`src/rtl/mwls_pkg.sv`:
```
package mwls_pkg;

  typedef enum logic [0:0] {
    PH_IDLE = 1'b0,
    PH_RUN  = 1'b1
  } mwls_phase_e;

endpackage

```
`src/rtl/mwls_word_double.sv`:
```
module mwls_word_double #(
  parameter int W = 16
) (
  input  logic [W-1:0] word_i,
  input  logic         carry_i,
  output logic [W-1:0] word_o,
  output logic         carry_o
);

  logic [W:0] sum;

  always_comb begin
    sum     = {1'b0, word_i} + {1'b0, word_i} + {{W{1'b0}}, carry_i};
    word_o  = sum[W-1:0];
    carry_o = sum[W];
  end

endmodule

```
`src/rtl/mwls_count_sreg.sv`:
```
module mwls_count_sreg #(
  parameter int SHF_W = 8
) (
  input  logic             clk,
  input  logic             rst,
  input  logic             load_i,
  input  logic [SHF_W-1:0] field_i,
  input  logic             shift_i,
  input  logic             active_i,
  output logic             lsb_o
);

  logic [SHF_W-1:0] s_q;

  always_ff @(posedge clk) begin
    if (rst) begin
      s_q <= '0;
    end else if (load_i) begin
      s_q <= field_i;
    end else if (shift_i) begin
      s_q <= {1'b0, s_q[SHF_W-1:1]};
    end
  end

  assign lsb_o = s_q[0];


  cnt_shift_chk: assert property (@(posedge clk) disable iff (rst)
    (shift_i && !load_i) |=> (s_q == ($past(s_q) >> 1)));


  cnt_hold_chk: assert property (@(posedge clk) disable iff (rst)
    (!shift_i && !load_i) |=> $stable(s_q));


  cnt_nonempty_chk: assert property (@(posedge clk) disable iff (rst)
    active_i |-> (s_q != '0));

endmodule

```
`src/rtl/mwls_seq.sv`:
```
module mwls_seq
  import mwls_pkg::*;
#(
  parameter int N_WORDS = 4
) (
  input  logic                         clk,
  input  logic                         rst,
  input  logic                         start_i,
  input  logic                         zero_i,
  input  logic                         lsb_i,
  output logic                         load_o,
  output logic                         step_o,
  output logic [$clog2(N_WORDS)-1:0]   idx_o,
  output logic                         last_o,
  output logic                         finish_o
);

  localparam int IDX_W = $clog2(N_WORDS);
  localparam logic [IDX_W-1:0] LAST_IDX = IDX_W'(N_WORDS - 1);

  mwls_phase_e      ph_q;
  logic [IDX_W-1:0] idx_q;

  assign load_o   = start_i && (ph_q == PH_IDLE);
  assign step_o   = (ph_q == PH_RUN);
  assign last_o   = step_o && (idx_q == LAST_IDX);
  assign finish_o = last_o && lsb_i;
  assign idx_o    = idx_q;

  always_ff @(posedge clk) begin
    if (rst) begin
      ph_q  <= PH_IDLE;
      idx_q <= '0;
    end else if (load_o) begin
      idx_q <= '0;
      ph_q  <= zero_i ? PH_IDLE : PH_RUN;
    end else if (step_o) begin
      if (idx_q == LAST_IDX) begin
        idx_q <= '0;
        if (lsb_i) begin
          ph_q <= PH_IDLE;
        end
      end else begin
        idx_q <= idx_q + IDX_W'(1);
      end
    end
  end


  idx_advance_chk: assert property (@(posedge clk) disable iff (rst)
    (step_o && idx_q != LAST_IDX) |=> (step_o && idx_q == $past(idx_q) + IDX_W'(1)));


  loop_back_chk: assert property (@(posedge clk) disable iff (rst)
    (last_o && !lsb_i) |=> (step_o && idx_q == '0));


  stop_chk: assert property (@(posedge clk) disable iff (rst)
    finish_o |=> !step_o);

endmodule

```
`src/rtl/mwls_top.sv`:
```
module mwls_top #(
  parameter int SW_W    = 16,
  parameter int N_WORDS = 4,
  parameter int INSTR_W = 16,
  parameter int SHF_W   = 8
) (
  input  logic                      clk,
  input  logic                      rst,
  input  logic                      start_i,
  input  logic [INSTR_W-1:0]        instr_i,
  input  logic [SW_W*N_WORDS-1:0]   acc_i,
  output logic [SW_W*N_WORDS-1:0]   result_o,
  output logic                      done_o
);

  localparam int IDX_W = $clog2(N_WORDS);

  logic [SHF_W-1:0] field;
  logic             unused_hi;
  logic             zero_field;
  logic             load, step, last, finish, lsb;
  logic [IDX_W-1:0] idx;
  logic [SW_W-1:0]  acc_q [N_WORDS];
  logic [SW_W-1:0]  cur_word, dbl_word;
  logic             cin, dbl_carry, carry_q;
  logic             done_q;

  assign field      = instr_i[SHF_W-1:0];
  assign unused_hi  = ^instr_i[INSTR_W-1:SHF_W];
  assign zero_field = (field == '0);

  mwls_seq #(.N_WORDS(N_WORDS)) u_seq (
    .clk      (clk),
    .rst      (rst),
    .start_i  (start_i),
    .zero_i   (zero_field),
    .lsb_i    (lsb),
    .load_o   (load),
    .step_o   (step),
    .idx_o    (idx),
    .last_o   (last),
    .finish_o (finish)
  );

  mwls_count_sreg #(.SHF_W(SHF_W)) u_cnt (
    .clk      (clk),
    .rst      (rst),
    .load_i   (load),
    .field_i  (field),
    .shift_i  (last),
    .active_i (step),
    .lsb_o    (lsb)
  );

  assign cur_word = acc_q[idx];
  assign cin      = (idx == '0) ? 1'b0 : carry_q;

  mwls_word_double #(.W(SW_W)) u_dbl (
    .word_i  (cur_word),
    .carry_i (cin),
    .word_o  (dbl_word),
    .carry_o (dbl_carry)
  );

  always_ff @(posedge clk) begin
    if (rst) begin
      carry_q <= 1'b0;
      done_q  <= 1'b0;
    end else begin
      carry_q <= step ? dbl_carry : 1'b0;
      done_q  <= (load && zero_field) || finish;
    end
  end

  for (genvar k = 0; k < N_WORDS; k++) begin : g_word
    always_ff @(posedge clk) begin
      if (rst) begin
        acc_q[k] <= '0;
      end else if (load) begin
        acc_q[k] <= acc_i[k*SW_W +: SW_W];
      end else if (step && idx == IDX_W'(k)) begin
        acc_q[k] <= dbl_word;
      end
    end

    assign result_o[k*SW_W +: SW_W] = acc_q[k];


    word_isolate_chk: assert property (@(posedge clk) disable iff (rst)
      (step && idx != IDX_W'(k)) |=> $stable(acc_q[k]));


    word_idle_hold_chk: assert property (@(posedge clk) disable iff (rst)
      (!step && !load) |=> $stable(acc_q[k]));
  end

  assign done_o = done_q;


  done_idle_chk: assert property (@(posedge clk) disable iff (rst)
    done_q |-> !step);


  carry_base_chk: assert property (@(posedge clk) disable iff (rst)
    (step && idx == '0) |-> !cin);

endmodule

```
`config.mk`:
```
export PLATFORM = sky130hd
export DESIGN_NAME = mwls_top
export DESIGN_NICKNAME = d
export VERILOG_FILES = /design/src/rtl/mwls_pkg.sv /design/src/rtl/mwls_word_double.sv /design/src/rtl/mwls_count_sreg.sv /design/src/rtl/mwls_seq.sv /design/src/rtl/mwls_top.sv
export SDC_FILE = /design/constraint.sdc
export NUM_CORES = 1
export LEC_CHECK = 0
export CORE_MARGIN = 4
export CORE_UTILIZATION = 36
export CTS_CLUSTER_SIZE = 40
export DETAILED_ROUTE_END_ITERATION = 10
export PLACE_DENSITY = 0.7
export SYNTH_ARGS = -nofsm -noshare
export SYNTH_HDL_FRONTEND = slang
export SYNTH_SLANG_ARGS = --single-unit
```
`constraint.sdc`:
```
create_clock -name clk -period 2.1 [get_ports clk]
set_input_delay 0.525 -clock clk [delete_from_list [all_inputs] [get_ports clk]]
set_output_delay 0.525 -clock clk [all_outputs]
set_load 0.03 [all_outputs]
```
==> results.rst, run 1 <==
.. list-table::
   :header-rows: 1

   * - Metric
     - Value
   * - Outcome
     - finished, final reports clean
   * - Share of power burned in the clock network
     - 32.0%
   * - Cell accounting for the most synthesized area
     - edfxtp_1
   * - Fraction of registers with async set or reset after synthesis
     - 0%
   * - Highest clock rate
     - 510 MHz
   * - Number of buffers added by the clock tree synthesis step
     - 9
   * - Horiz. Die Dim
     - 118 um
   * - Overall global routing resource usage
     - 19.6%
   * - Fraction of power spent switching nets
     - 29.6%
   * - Capturing element type of the critical path
     - primary output
   * - PnR worst setup slack
     - 0.140 ns
   * - Power density cells
     - 759 nW/um^2
   * - Effective utilization at floorplan
     - 37.4%
   * - Mean instance size in the synthesized netlist
     - 12.9 um^2
   * - CTS H-tree lvls
     - 3
   * - Synth Area in Compound Gates
     - 23.4%
   * - Start-to-end type of the worst setup path
     - reg2out
   * - Timing endpoint of the critical path
     - result_o[28]
   * - Wire length on met3
     - 988 um
   * - Reg power frac
     - 41.5%
   * - Slew margin rel.
     - 66.9%
   * - Met2 wire length
     - 7180 um
   * - Area taken by multi-input logic gates
     - 1880 um^2
   * - Transition time of the tightest slew-check pin
     - 0.483 ns
   * - DIE AREA
     - 13900 um^2
   * - Combinational share of power
     - 26.5%
   * - HPWL after DPL
     - 10300 um
   * - Post-Synthesis Cells
     - 336
   * - Number of enable flip-flop cells after synthesis
     - 64
   * - Synth Warn #
     - 0
   * - Drc violations
     - 0
   * - Worst R2R End
     - acc_q[3][0]
   * - Final worst-path cycle share
     - 93.3%
   * - Net count of the mapped netlist
     - 423
   * - Internal cell power
     - 0.00337 W
   * - Post-route met1 wirelength
     - 5310 um
   * - Synth-to-layout area growth
     - 45.3%
   * - Critical Path Stages
     - 1
   * - Diode insertion count for antenna repair
     - 0
   * - Total setup violations reported at the end of the flow
     - 0
   * - Layout fillers
     - 1023
   * - Final-layout worst hold slack
     - 0.479 ns
   * - Count of TritonRoute iterations in the first routing pass
     - 4
   * - Reported net switching power
     - 0.00141 W
   * - Iteration-0 DRC Markers
     - 272
   * - Final #Nets
     - 579
   * - Number of top-level design ports
     - 148
   * - Number of buffers and inverters on the critical path
     - 1
   * - Max Buffers Root-to-Sink
     - 2
   * - CTS sink cnt
     - 79
   * - Synthesized flop and latch total
     - 79
   * - Post-CTS clock slew at the launch and capture registers of the worst setup and hold paths
     - 0.06 ns
   * - Hold path startpoint
     - u_cnt.s_q[2]
   * - Detailed-route wire length
     - 13700 um
   * - Req. time, crit path
     - 1.57 ns
   * - Share of cells above drive strength 1
     - 16.1%
   * - Post_cts resized
     - 0
   * - Internal reg-to-reg setup slack
     - 0.38 ns
   * - Largest net degree at the start of global routing
     - 32
   * - TritonCTS clock tree
     - yes
   * - Highest routing layer actually used
     - met5
   * - Worst stage delay on the critical path
     - 0.72 ns
   * - Synthesized-area fraction occupied by and/or/nand/nor cells
     - 10.1%
   * - Critical path peak fanout
     - 2
   * - Antenna violations before repair
     - 1
   * - Top-count cell post-synth
     - edfxtp_1
   * - Library cell used as clock root buffer
     - clkbuf_16
   * - Slowest cell on crit path
     - clkdlybuf4s50_1
   * - Worst hold path class
     - reg2reg
   * - Placeable Area
     - 11600 um^2
   * - Global-route wire length before repair
     - 21400 um
   * - Pre-CTS setup slack
     - -0.0166 ns
   * - Launching instance or port of the critical path
     - acc_q[1][12]
   * - Y dimension of the die
     - 118 um
   * - Number of cells traversed by the worst register-to-register path
     - 4
   * - Row Count
     - 39
   * - Critical path startpoint category
     - flop
   * - Global route total overflow
     - 0
   * - Beginning of the worst register-to-register path
     - u_seq.step_o
   * - Post-synthesis mux area share
     - 8.53%
   * - Proportion of netlist area held by the largest area contributor
     - 44.3%
   * - Leading cell types by count after synthesis
     - edfxtp_1, a21o_1, o22ai_1, mux2i_1, nand2_1
   * - Critical-path cell list
     - clkdlybuf4s50_1
   * - Max-cap violations
     - 0
   * - Sequential share of the synthesized area
     - 51.2%
   * - Worst path arrival time
     - 1.44 ns
   * - Prevailing post-synth register cell
     - edfxtp_1
   * - Storage cell area
     - 2220 um^2
   * - Unrepaired setup endpoints after global routing
     - false
   * - Final weighted congestion of routability-driven global placement
     - 0.838
   * - Unique cell type count in the Yosys netlist
     - 33
   * - Worst hold path depth
     - 2
   * - Avg WL per Cell
     - 21.5 um
   * - Clock skew after layout
     - 0.0115 ns
   * - Total setup buffers inserted after CTS
     - 0
   * - Max IR drop VDD
     - 463 uV
   * - Number of vias after detailed routing
     - 3600
   * - Vias in the first global route
     - 3855
   * - Synth Area in Adders
     - 1.15%
   * - Combinational family with the most area after synthesis
     - compound AO/OA/AOI/OAI gates
   * - Number of buffers inserted for hold repair after clock tree synthesis
     - 0
   * - Min Clock Period, post-route
     - 1.96 ns
   * - Final-report hold violation count
     - 0
   * - P_leak
     - 2.70 nW
   * - Top cells by area in the synthesized netlist
     - edfxtp_1, a21o_1, o22ai_1
   * - Max-slew violation count
     - 0
   * - Netlist area before placement
     - 4340 um^2
   * - Port bufs
     - 139
   * - Count of nets left with antenna violations after detail routing
     - 0
   * - Largest delay contributor family on the critical path
     - buffers and inverters
   * - Via-per-instance ratio
     - 5.63
   * - Clock latency on the worst-skew pair
     - 0.33 ns
   * - Synthesized-area fraction occupied by xor and xnor cells
     - 0%
-- logic make-up (layout without fill, tap and decap cells) --
| kind of cell | count (synthesis) | count (layout) |
|---|---|---|
| and+or+nand+nor | 56 | 56 |
| muxes | 32 | 32 |
| DFF | 79 | 79 |
| buffers and inverters | 29 | 190 |
| adders and majority gates | 4 | 4 |
| AOI/OAI and AO/OA | 136 | 136 |
-- power by group through the flow --
stage,Sequential (W),Combinational (W),Clock [W]
2_1_floorplan,0.00225,0.000423,0
3_3_place_gp,0.00201,0.00126,0
3_5_place_dp,0.00202,0.00127,0
4_1_cts,0.00199,0.00127,0.00155
5_1_grt,0.00200,0.00133,0.00162
6_report,0.00199,0.00127,0.00153
-- metrics by stage --
step | power, W | setup TNS, ns | util [%] | std cells | area (um^2)
finish | 0.00479 | 0 | 54.3 | 640 | 6310
global route | 0.00495 | 0 | 54.3 | 640 | 6310
CTS | 0.00481 | 0 | 54.3 | 640 | 6310
detailed placement | 0.00329 | -0.428 | 51.8 | 624 | 6020
global placement | 0.00327 | -0.0729 | 51.8 | 624 | 6020
floorplan | 0.00267 | 0 | - | 336 | 4340
-- routing by layer --
| layer | GRT usage, % | vias to the layer above |
|---|---|---|
| li1 | - | 1655 |
| met1 | 23.0 | 1772 |
| met2 | 35.2 | 151 |
| met3 | 5.57 | 20 |
| met4 | 5.05 | 2 |
| met5 | 0 | - |
-- worst min path at each step --
stage and end:
2_1_floorplan u_cnt.s_q[6], 3_3_place_gp u_cnt.s_q[6], 3_5_place_dp u_cnt.s_q[4], 4_1_cts u_cnt.s_q[2], 5_1_grt u_cnt.s_q[2], 6_report u_cnt.s_q[2]
-- cell type report --
type	count	share of cell area, %
Inverter	2	0.119
Timing Repair Buffer	172	27.4
Multi-Input combinational cell	228	29.8
Clock buffer	10	3.63
Tap cell	143	2.84
Clock inverter	6	0.972
Sequential cell	79	35.2
-- state kept, by name (all words and copies together), names as in the netlist, named ones only --
register      cells
acc_q            64
u_cnt.s_q         8
u_seq.idx_o       2
carry_q           1
done_o            1
u_seq.step_o      1
-- layout by cell type (no fill, tap or decap), drive strengths merged --
cell / n
nor2b: 2
nand2: 17
a21oi: 4
a311oi: 6
edfxtp: 64
clkdlybuf4s50: 139
nand2b: 2
o22a: 1
buf: 33
nand4bb: 4
nor2: 14
and2: 1
nand4b: 4
nor4: 2
mux4: 1
clkinv: 2
mux2i: 31
dfxtp: 15
inv: 2
o32ai: 1
clkinvlp: 3
bufinv: 1
o22ai: 59
nor3b: 3
a32oi: 1
ha: 4
a22o: 3
nand3: 7
a211o: 1
a21o: 60
clkbuf: 10
Note: power is estimated with default switching activity, not from simulation.
==> run 2: changes to the inputs <==
--- a/config.mk
+++ b/config.mk
@@ -10,6 +10,7 @@
 export CTS_CLUSTER_SIZE = 40
 export DETAILED_ROUTE_END_ITERATION = 10
 export PLACE_DENSITY = 0.7
+export SLEW_MARGIN = 5
 export SYNTH_ARGS = -nofsm -noshare
 export SYNTH_HDL_FRONTEND = slang
 export SYNTH_SLANG_ARGS = --single-unit
==> results of run 2 <==
No change in the layout: final DEF, timing and power equal those of run 1.
==> run 3: changes to the inputs <==
--- a/config.mk
+++ b/config.mk
@@ -10,6 +10,7 @@
 export CTS_CLUSTER_SIZE = 40
 export DETAILED_ROUTE_END_ITERATION = 10
 export PLACE_DENSITY = 0.7
+export SETUP_SLACK_MARGIN = 0.1
 export SLEW_MARGIN = 5
 export SYNTH_ARGS = -nofsm -noshare
 export SYNTH_HDL_FRONTEND = slang
==> run 3 against run 2 <==
Global-route usage unchanged. Hold slack unchanged. Core utilization about the same. Sequential power about the same. Clock power about the same. Sequential cell count unchanged. Power about the same. Design area about the same.
==> results.rst, run 3 (same netlist as run 1, synthesis figures left out) <==
.. list-table::
   :header-rows: 1

   * - Metric
     - Value
   * - Outcome
     - finished, final reports clean
   * - Row Count
     - 39
   * - Number of buffers inserted for hold repair after clock tree synthesis
     - 0
   * - Instance count after placement with tap cells included
     - 624
   * - Power density cells
     - 758 nW/um^2
   * - Total setup buffers inserted after CTS
     - 0
   * - Largest delay contributor family on the critical path
     - buffers and inverters
   * - CTS sink cnt
     - 79
   * - Total power consumption of the routed design
     - 0.00479 W
   * - Port bufs
     - 139
   * - Horiz. Die Dim
     - 118 um
   * - Filler-free cell count of the finished design
     - 640
   * - Global route total overflow
     - 0
   * - Register with the most flip-flops
     - acc_q
   * - Worst path arrival time
     - 1.44 ns
   * - Effective utilization at floorplan
     - 37.4%
   * - Unrepaired setup endpoints after global routing
     - false
   * - Most frequent standard cell in the layout excluding fill and tap cells
     - clkdlybuf4s50_1
   * - Min Clock Period, post-route
     - 1.96 ns
   * - Global routing usage on met2
     - 35.2%
   * - Number of buffers and inverters on the critical path
     - 1
   * - Final-layout worst hold slack
     - 0.479 ns
   * - Pre-CTS setup slack
     - -0.0166 ns
   * - Largest net degree at the start of global routing
     - 32
   * - Slowest cell on crit path
     - clkdlybuf4s50_1
   * - Library cell used as clock root buffer
     - clkbuf_16
   * - Clock skew after layout
     - 0.0115 ns
   * - Critical path peak fanout
     - 2
   * - Highest clock rate
     - 510 MHz
   * - Capturing element type of the critical path
     - primary output
   * - Vias in the first global route
     - 3855
   * - Number of vias after detailed routing
     - 3600
   * - Total setup violations reported at the end of the flow
     - 0
   * - P_leak
     - 2.71 nW
   * - Max-slew violation count
     - 0
   * - Max Buffers Root-to-Sink
     - 2
   * - Worst stage delay on the critical path
     - 0.72 ns
   * - Drc violations
     - 0
   * - Slew margin rel.
     - 66.9%
   * - Synth-to-layout area growth
     - 45.4%
   * - Final-report hold violation count
     - 0
   * - Detailed-route wire length
     - 13700 um
   * - Iteration-0 DRC Markers
     - 272
   * - Global-route wire length before repair
     - 21400 um
   * - Leading cell types in the layout, fill and taps excluded
     - clkdlybuf4s50_1, edfxtp_1, a21o_1, o22ai_1, buf_4
   * - Y dimension of the die
     - 118 um
   * - Critical-path cell list
     - clkdlybuf4s50_1
   * - Count of TritonRoute iterations in the first routing pass
     - 4
   * - Avg WL per Cell
     - 21.5 um
   * - Final #Nets
     - 579
   * - Worst hold path class
     - reg2reg
   * - Via-per-instance ratio
     - 5.63
   * - Met1 global-route usage
     - 23.0%
   * - HPWL after DPL
     - 10300 um
   * - Final worst-path cycle share
     - 93.3%
   * - Post-CTS clock slew at the launch and capture registers of the worst setup and hold paths
     - 0.06 ns
   * - Max IR drop VDD
     - 463 uV
   * - DIE AREA
     - 13900 um^2
   * - PnR worst setup slack
     - 0.140 ns
   * - Clock latency on the worst-skew pair
     - 0.33 ns
   * - Met3 global-route usage
     - 5.57%
   * - Count of nets left with antenna violations after detail routing
     - 0
   * - Antenna violations before repair
     - 1
   * - Diode insertion count for antenna repair
     - 0
   * - Number of flip-flops under the largest register name
     - 64
   * - Number of top-level design ports
     - 148
   * - Final weighted congestion of routability-driven global placement
     - 0.838
   * - Overall global routing resource usage
     - 19.6%
   * - CTS H-tree lvls
     - 3
   * - TritonCTS clock tree
     - yes
   * - Placeable Area
     - 11600 um^2
   * - Start-to-end type of the worst setup path
     - reg2out
   * - Max-cap violations
     - 0
   * - Req. time, crit path
     - 1.57 ns
   * - Number of buffers added by the clock tree synthesis step
     - 9
   * - Most Crowded Layer GR
     - met2
   * - Transition time of the tightest slew-check pin
     - 0.483 ns
   * - Share of cells above drive strength 1
     - 16.1%
   * - Post_cts resized
     - 0
   * - Critical path startpoint category
     - flop
## run 3: cell types whose count changed in the layout (fill, tap and decap cells not counted)
cell | before | now
dlymetal6s2s_1 | 0 | 1
clkdlybuf4s50_1 | 139 | 138
## run 3: final cells by class
cell class              instances  area, um^2
clock buffers                  10         229
clock inverters                 6        61.3
flip-flops and latches         79        2220
fillers                      1024        5300
inverters                       2        7.51
multi-input cells             228        1880
repair buffers                172        1730
well taps                     143         179
## run 3: worst register-to-register path, stage by stage, from the launching register on
cell	delay [ns]
dfxtp_1	0.64
buf_12	0.24
nand2b_4	0.08
nor3b_1	0.42
a22o_1	0.20
## run 3: per-stage QoR
stage	cell area, um^2	utilization [%]	TNS [ns]
floorplan	4340	-	0
global placement	6020	51.8	-0.0729
detailed placement	6020	51.8	-0.428
CTS	6310	54.3	0
global route	6310	54.3	0
finish	6310	54.3	0
## run 3: path summary, 6_finish.rpt
kind              cells after the start         start  slack, ns      endpoint
hold / removal                        2  u_cnt.s_q[2]       0.48  u_cnt.s_q[2]
setup / recovery                      1  acc_q[1][12]       0.14  result_o[28]
hold reg to reg                       2  u_cnt.s_q[2]       0.48  u_cnt.s_q[2]
setup reg to reg                      4  u_seq.step_o       0.38   acc_q[3][0]
## run 3: power breakdown
part | total (W) | switching (W) | leakage [nW] | internal, W
Sequential | 0.00199 | 0.000111 | 0.820 | 0.00187
Combinational | 0.00127 | 0.000687 | 1.76 | 0.000582
Clock | 0.00153 | 0.000616 | 0.132 | 0.000915
Total | 0.00479 | 0.00141 | 2.71 | 0.00337
## run 3: routing by layer
layer / part of all wire, % / routed length, um
met4: 1.8 / 249
met5: 0.087 / 12
met2: 52 / 7180
met3: 7.2 / 988
met1: 39 / 5310
